`src/rtl/dac_latch_pkg.sv`:
```
package dac_latch_pkg;

    // Register target selected by a write address
    typedef enum logic [1:0] {
        SEL_NONE,
        SEL_DATA,
        SEL_MODE,
        SEL_CTRL
    } sel_e;

    // Bit of the control register that requests a global load
    localparam int LOAD_BIT = 0;

    // Per-channel control view, driven by the top into each channel
    typedef struct packed {
        logic we;
        logic deferred;
        logic load;
    } ch_ctl_t;

    function automatic sel_e classify(input int unsigned addr, input int unsigned nch);
        if (addr < nch)
            return SEL_DATA;
        else if (addr == nch)
            return SEL_MODE;
        else if (addr == nch + 1)
            return SEL_CTRL;
        else
            return SEL_NONE;
    endfunction

endpackage

```
`src/rtl/dac_wr_decode.sv`:
```
module dac_wr_decode
    import dac_latch_pkg::*;
#(
    parameter int NUM_CH = 4,
    parameter int ADDR_W = 3
) (
    input  logic              wr_en,
    input  logic [ADDR_W-1:0] wr_addr,
    output logic [NUM_CH-1:0] data_we,
    output logic              mode_we,
    output logic              ctrl_we
);

    sel_e sel;

    always_comb begin
        sel     = classify(int'(wr_addr), NUM_CH);
        mode_we = wr_en && (sel == SEL_MODE);
        ctrl_we = wr_en && (sel == SEL_CTRL);
        for (int i = 0; i < NUM_CH; i++) begin
            data_we[i] = wr_en && (sel == SEL_DATA) && (int'(wr_addr) == i);
        end
    end

endmodule

```
`src/rtl/dac_channel.sv`:
```
module dac_channel
    import dac_latch_pkg::*;
#(
    parameter int DATA_W = 12
) (
    input  logic              clk,
    input  logic              rst,
    input  ch_ctl_t           ctl,
    input  logic [DATA_W-1:0] wdata,
    output logic [DATA_W-1:0] latch_out,
    output logic              pend_out
);

    logic [DATA_W-1:0] data_q;
    logic [DATA_W-1:0] latch_q;
    logic              pend_q;
    logic              xfer;

    // A transfer needs a pending value and no write on the same edge
    always_comb begin
        xfer = pend_q && !ctl.we && (ctl.deferred ? ctl.load : 1'b1);
    end

    always_ff @(posedge clk) begin
        if (rst) begin
            data_q  <= '0;
            latch_q <= '0;
            pend_q  <= 1'b0;
        end else begin
            if (ctl.we)
                data_q <= wdata;
            if (xfer)
                latch_q <= data_q;
            pend_q <= ctl.we || (pend_q && !xfer);
        end
    end

    assign latch_out = latch_q;
    assign pend_out  = pend_q;

    // a deferred latch holds unless a load is active
    a_r4_deferred_holds: assert property (@(posedge clk) disable iff (rst)
        (ctl.deferred && !ctl.load) |=> $stable(latch_q));

    // without a pending write the latch never reloads
    a_r6_idle_no_reload: assert property (@(posedge clk) disable iff (rst)
        !pend_q |=> $stable(latch_q));

    // immediate channel transfers on the next edge
    a_r3_immediate_xfer: assert property (@(posedge clk) disable iff (rst)
        (pend_q && !ctl.deferred && !ctl.we) |=> (!pend_q && latch_q == $past(data_q)));

    // a write always leaves the channel pending
    a_r8_write_pending: assert property (@(posedge clk) disable iff (rst)
        ctl.we |=> pend_q);

endmodule

```
`src/rtl/dac_latch_ctrl.sv`:
```
module dac_latch_ctrl
    import dac_latch_pkg::*;
#(
    parameter int NUM_CH = 4,
    parameter int DATA_W = 12,
    parameter int ADDR_W = 3
) (
    input  logic                     clk,
    input  logic                     rst,
    input  logic                     wr_en,
    input  logic [ADDR_W-1:0]        wr_addr,
    input  logic [DATA_W-1:0]        wr_data,
    output logic [NUM_CH*DATA_W-1:0] dac_out,
    output logic [NUM_CH-1:0]        pend_out,
    output logic                     load_busy
);

    localparam int MODE_W = NUM_CH;

    logic [NUM_CH-1:0] data_we;
    logic              mode_we;
    logic              ctrl_we;
    logic              load_req;
    logic [MODE_W-1:0] mode_q;
    logic              load_q;
    logic [NUM_CH-1:0] pend_vec;

    dac_wr_decode #(
        .NUM_CH (NUM_CH),
        .ADDR_W (ADDR_W)
    ) u_decode (
        .wr_en   (wr_en),
        .wr_addr (wr_addr),
        .data_we (data_we),
        .mode_we (mode_we),
        .ctrl_we (ctrl_we)
    );

    assign load_req = ctrl_we && wr_data[LOAD_BIT];

    // Mode register and self-clearing load flag
    always_ff @(posedge clk) begin
        if (rst) begin
            mode_q <= '0;
            load_q <= 1'b0;
        end else begin
            if (mode_we)
                mode_q <= wr_data[MODE_W-1:0];
            load_q <= load_req;
        end
    end

    generate
        for (genvar g = 0; g < NUM_CH; g++) begin : g_ch
            ch_ctl_t ctl;
            assign ctl.we       = data_we[g];
            assign ctl.deferred = mode_q[g];
            assign ctl.load     = load_q;

            dac_channel #(
                .DATA_W (DATA_W)
            ) u_ch (
                .clk       (clk),
                .rst       (rst),
                .ctl       (ctl),
                .wdata     (wr_data),
                .latch_out (dac_out[g*DATA_W +: DATA_W]),
                .pend_out  (pend_vec[g])
            );
        end
    endgenerate

    assign pend_out  = pend_vec;
    assign load_busy = load_q;

    // the load flag drops unless a new load is requested
    a_r7_load_self_clears: assert property (@(posedge clk) disable iff (rst)
        (load_q && !load_req) |=> !load_q);

    // a load clears every deferred pending channel not written that cycle
    a_r5_load_clears_pending: assert property (@(posedge clk) disable iff (rst)
        load_q |=> ((pend_vec & $past(mode_q & ~data_we & pend_vec)) == '0));

    // the mode register takes the written bits
    a_r2_mode_write: assert property (@(posedge clk) disable iff (rst)
        mode_we |=> (mode_q == $past(wr_data[MODE_W-1:0])));

endmodule

```
`config.mk`:
```
export PLATFORM = sky130hd
export DESIGN_NAME = dac_latch_ctrl
export DESIGN_NICKNAME = d
export VERILOG_FILES = /design/src/rtl/dac_latch_pkg.sv /design/src/rtl/dac_wr_decode.sv /design/src/rtl/dac_channel.sv /design/src/rtl/dac_latch_ctrl.sv
export SDC_FILE = /design/constraint.sdc
export NUM_CORES = 1
export LEC_CHECK = 0
export CAP_MARGIN = 20
export CORE_AREA = 3 3 108 110
export CTS_BUF_LIST = sky130_fd_sc_hd__clkbuf_8 sky130_fd_sc_hd__clkbuf_16
export CTS_CLUSTER_DIAMETER = 40
export DETAILED_ROUTE_END_ITERATION = 8
export DIE_AREA = 0 0 111 113
export SYNTH_ARGS = -nofsm -noshare
export SYNTH_HDL_FRONTEND = slang
export SYNTH_HIERARCHICAL = 1
export SYNTH_SLANG_ARGS = --single-unit
```
`constraint.sdc`:
```
create_clock -name clk -period 3.9 [get_ports clk]
set_clock_uncertainty 0.05 [all_clocks]
set_input_delay 0.585 -clock clk [delete_from_list [all_inputs] [get_ports clk]]
set_output_delay 0.585 -clock clk [all_outputs]
set_load 0.05 [all_outputs]
```
==> impl_metrics.json <==
{
  "avgViaCountPerCell": 4.689,
  "cp.arrival_ns": 2.64,
  "startpoint_type": "input pin",
  "clk_latency_ns": 0.36,
  "die_w_um": 111,
  "clkPwrFrac": 0.328,
  "crit_chain": "clkdlybuf4s50_1 > and4bb_2 > nor3b_4 > mux2i_1",
  "seq_power_share": 0.603,
  "crit_start": "wr_addr[1]",
  "leakagePower_nw": 1.670,
  "clkSlewWorstSetupHoldPaths_ns": 0.09,
  "path_delay_family": "simple AND/OR/NAND/NOR gates",
  "finalSetupViolCount": 0,
  "clk_path_buf_depth": 2,
  "grt_usage": 0.1435,
  "synth_warnings": 6,
  "r2r_start": "load_busy",
  "cp_max_fo": 14,
  "fin_crit_sh": 0.6215,
  "syn_area_um2": 4322,
  "rsz0062_at_grt": "false",
  "status": "finished, final reports clean",
  "p_per_area_nw_per_um2": 346.6,
  "wire_per_inst_um": 14.67,
  "synth_cell_types": 16,
  "cts_root_buf": "clkbuf_8",
  "dr.pass1.iters": 6,
  "dp.cells": 590,
  "die_h_um": 113,
  "synth_seq_cells": 105,
  "worstSetupPathType": "in -> reg",
  "slew_headroom": 0.4351,
  "dpl_worst_slack_ns": 1.074,
  "r2r_cells": 3,
  "internal-power_mw": 1.374,
  "cts_resized": 0,
  "worst_slew_pin_slew_ns": 0.8464,
  "max-cap-violations": 0,
  "critPathCaptureType": "register",
  "dieArea_um2": 12540,
  "crit_slowest_cell": "nor3b_4",
  "gp_congestion": 0.7256,
  "critPathCapture": "g_ch[1].u_ch/latch_out[5]",
  "reg2reg_slack_ns": 2.19,
  "place_hpwl_um": 5779,
  "post-route-util": 0.4838,
  "drv_slew": 0,
  "antenna_found_initial": 0,
  "synthToLayoutAreaGrowth_pct": 20.82,
  "ys_seq_area_frac": 0.4864,
  "grt_first_pass_wirelength_um": 14410,
  "min_period_ns": 2.424,
  "drt_iter0_markers": 139,
  "r2r_end": "g_ch[1].u_ch/latch_out[5]",
  "htree_num_levels": 3,
  "min_path_type": "reg -> reg",
  "postCtsSetupRepairBufs": 0,
  "clkSinkCount": 105,
  "postRouteAntennaNets": 0,
  "cts_tree": "done",
  "slowest_delay_ns": 0.75,
  "combPwrFrac": 0.069,
  "drc": 0,
  "num-nets-final": 480,
  "finalNonFillerCells": 607,
  "drt_wl_total_um": 8903,
  "switchingPower_mw": 0.4355,
  "synth_nets": 424,
  "synth_cells": 406,
  "max-vdd-ir-drop_uv": 255.0,
  "rows": 38,
  "coreArea_um2": 10790,
  "vias": 2846,
  "start_util": 0.4004,
  "grt_pass1_vias": 2803,
  "hold_violations": 0,
  "power.total_mw": 1.810,
  "ios": 71,
  "hold_buffers": 0,
  "setup_tns_ns": 0,
  "grt_overflow": 0,
  "fmax_mhz": 412.5,
  "drive_gt1_frac": 0.07281,
  "cp.depth": 4,
  "finalWorstSetupSlack_ns": 1.476,
  "switching_share": 0.2406,
  "grt_max_degree": 148,
  "postSynthAreaPerCell_um2": 10.64,
  "n_antenna_cell": 0,
  "numCtsBuffers": 9,
  "required_ns": 4.12,
  "crit_buf_inv": 1,
  "portBuffers": 70
}
==> cells by family (layout without fill, tap and decap cells) <==
| group | after synthesis | in the layout | share of synthesized area |
|---|---|---|---|
| simple gates | 168 | 168 | 0.2322 |
| compound gates | 4 | 4 | 0.004632 |
| mux | 100 | 100 | 0.2316 |
| buf+inv | 29 | 90 | 0.04517 |
| flops | 105 | 105 | 0.4864 |
==> cells in the final DEF (no fill, tap or decap) <==
master,instances
a21oi_1,4
and4b_2,2
and4bb_2,3
buf_12,1
buf_4,4
clkbuf_8,9
clkdlybuf4s50_1,69
clkinv_2,2
clkinv_4,1
clkinvlp_4,2
dfxtp_1,105
inv_1,1
inv_6,1
mux2i_1,100
nand2_1,1
nand2b_1,96
nor2_1,57
nor2b_2,4
nor3b_4,4
nor4b_4,1
==> flip-flops by register name, indices dropped and copies added (netlist names) <==
register,cells
g_ch.u_ch/latch_out,48
load_busy,1
g_ch.u_ch/data_q,48
g_ch.u_ch/pend_out,4
mode_q,4
==> worst min path at each step <==
stage               slack [ns]                        from                          to  depth (start not counted)
detailed placement        0.41  g_ch[2].u_ch/latch_out[10]  g_ch[2].u_ch/latch_out[10]                          2
global placement          0.41   g_ch[1].u_ch/latch_out[7]   g_ch[1].u_ch/latch_out[7]                          2
finish                    0.42   g_ch[1].u_ch/latch_out[1]   g_ch[1].u_ch/latch_out[1]                          2
global route              0.44   g_ch[3].u_ch/latch_out[3]   g_ch[3].u_ch/latch_out[3]                          2
floorplan                 0.40     g_ch[0].u_ch/data_q[10]  g_ch[0].u_ch/latch_out[10]                          2
CTS                       0.43     g_ch[3].u_ch/data_q[11]  g_ch[3].u_ch/latch_out[11]                          2
==> layout make-up <==
class / count / area, um2
sequential: 105 / 2102
tap: 140 / 175.2
clock inverter: 7 / 46.29
clock buffer: 9 / 123.9
multi-input combinational: 272 / 2033
fill: 997 / 5572
timing repair buffer: 74 / 740.7
==> routing by layer <==
metal / track usage / routed length, um
met1: 0.1979 / 4529
met5: 0 / 0
met2: 0.2233 / 3882
met3: 0.04492 / 416
met4: 0.02956 / 74
==> cell usage after synthesis <==
library cell	count	area [um2]
a21oi_1	4	20.02
and4b_2	2	22.52
and4bb_2	3	37.54
buf_2	8	40.04
buf_4	4	30.03
buf_6	8	90.09
clkbuf_1	8	30.03
clkbuf_2	1	5.000
dfxtp_1	105	2102
mux2i_1	100	1001
nand2_1	1	3.750
nand2b_1	96	600.6
nor2_1	57	214.0
nor2b_2	4	35.03
nor3b_4	4	75.07
nor4b_2	1	15.01
==> power groups by stage <==
stage | Combinational [mW] | Clock [mW] | Sequential (mW)
6_report | 0.125 | 0.594 | 1.09
3_5_place_dp | 0.124 | 0 | 1.12
3_3_place_gp | 0.123 | 0 | 1.12
2_1_floorplan | 0.0761 | 0 | 1.12
4_1_cts | 0.125 | 0.620 | 1.09
5_1_grt | 0.136 | 0.662 | 1.09
==> metrics by stage <==
step                      hold slack, ns  area [um2]
after CTS                         0.4300        5201
after detailed placement          0.4113        5031
after global placement            0.4078        5031
after global routing              0.4435        5221
after floorplan                   0.4012        4322
final                             0.4243        5221
==> worst register-to-register path: stages (launching register included) <==
cell and delay [ns]:
dfxtp_1 0.50, nor2b_2 0.11, nor3b_4 0.69, mux2i_1 0.28
Power figures use the tool's default switching activity.
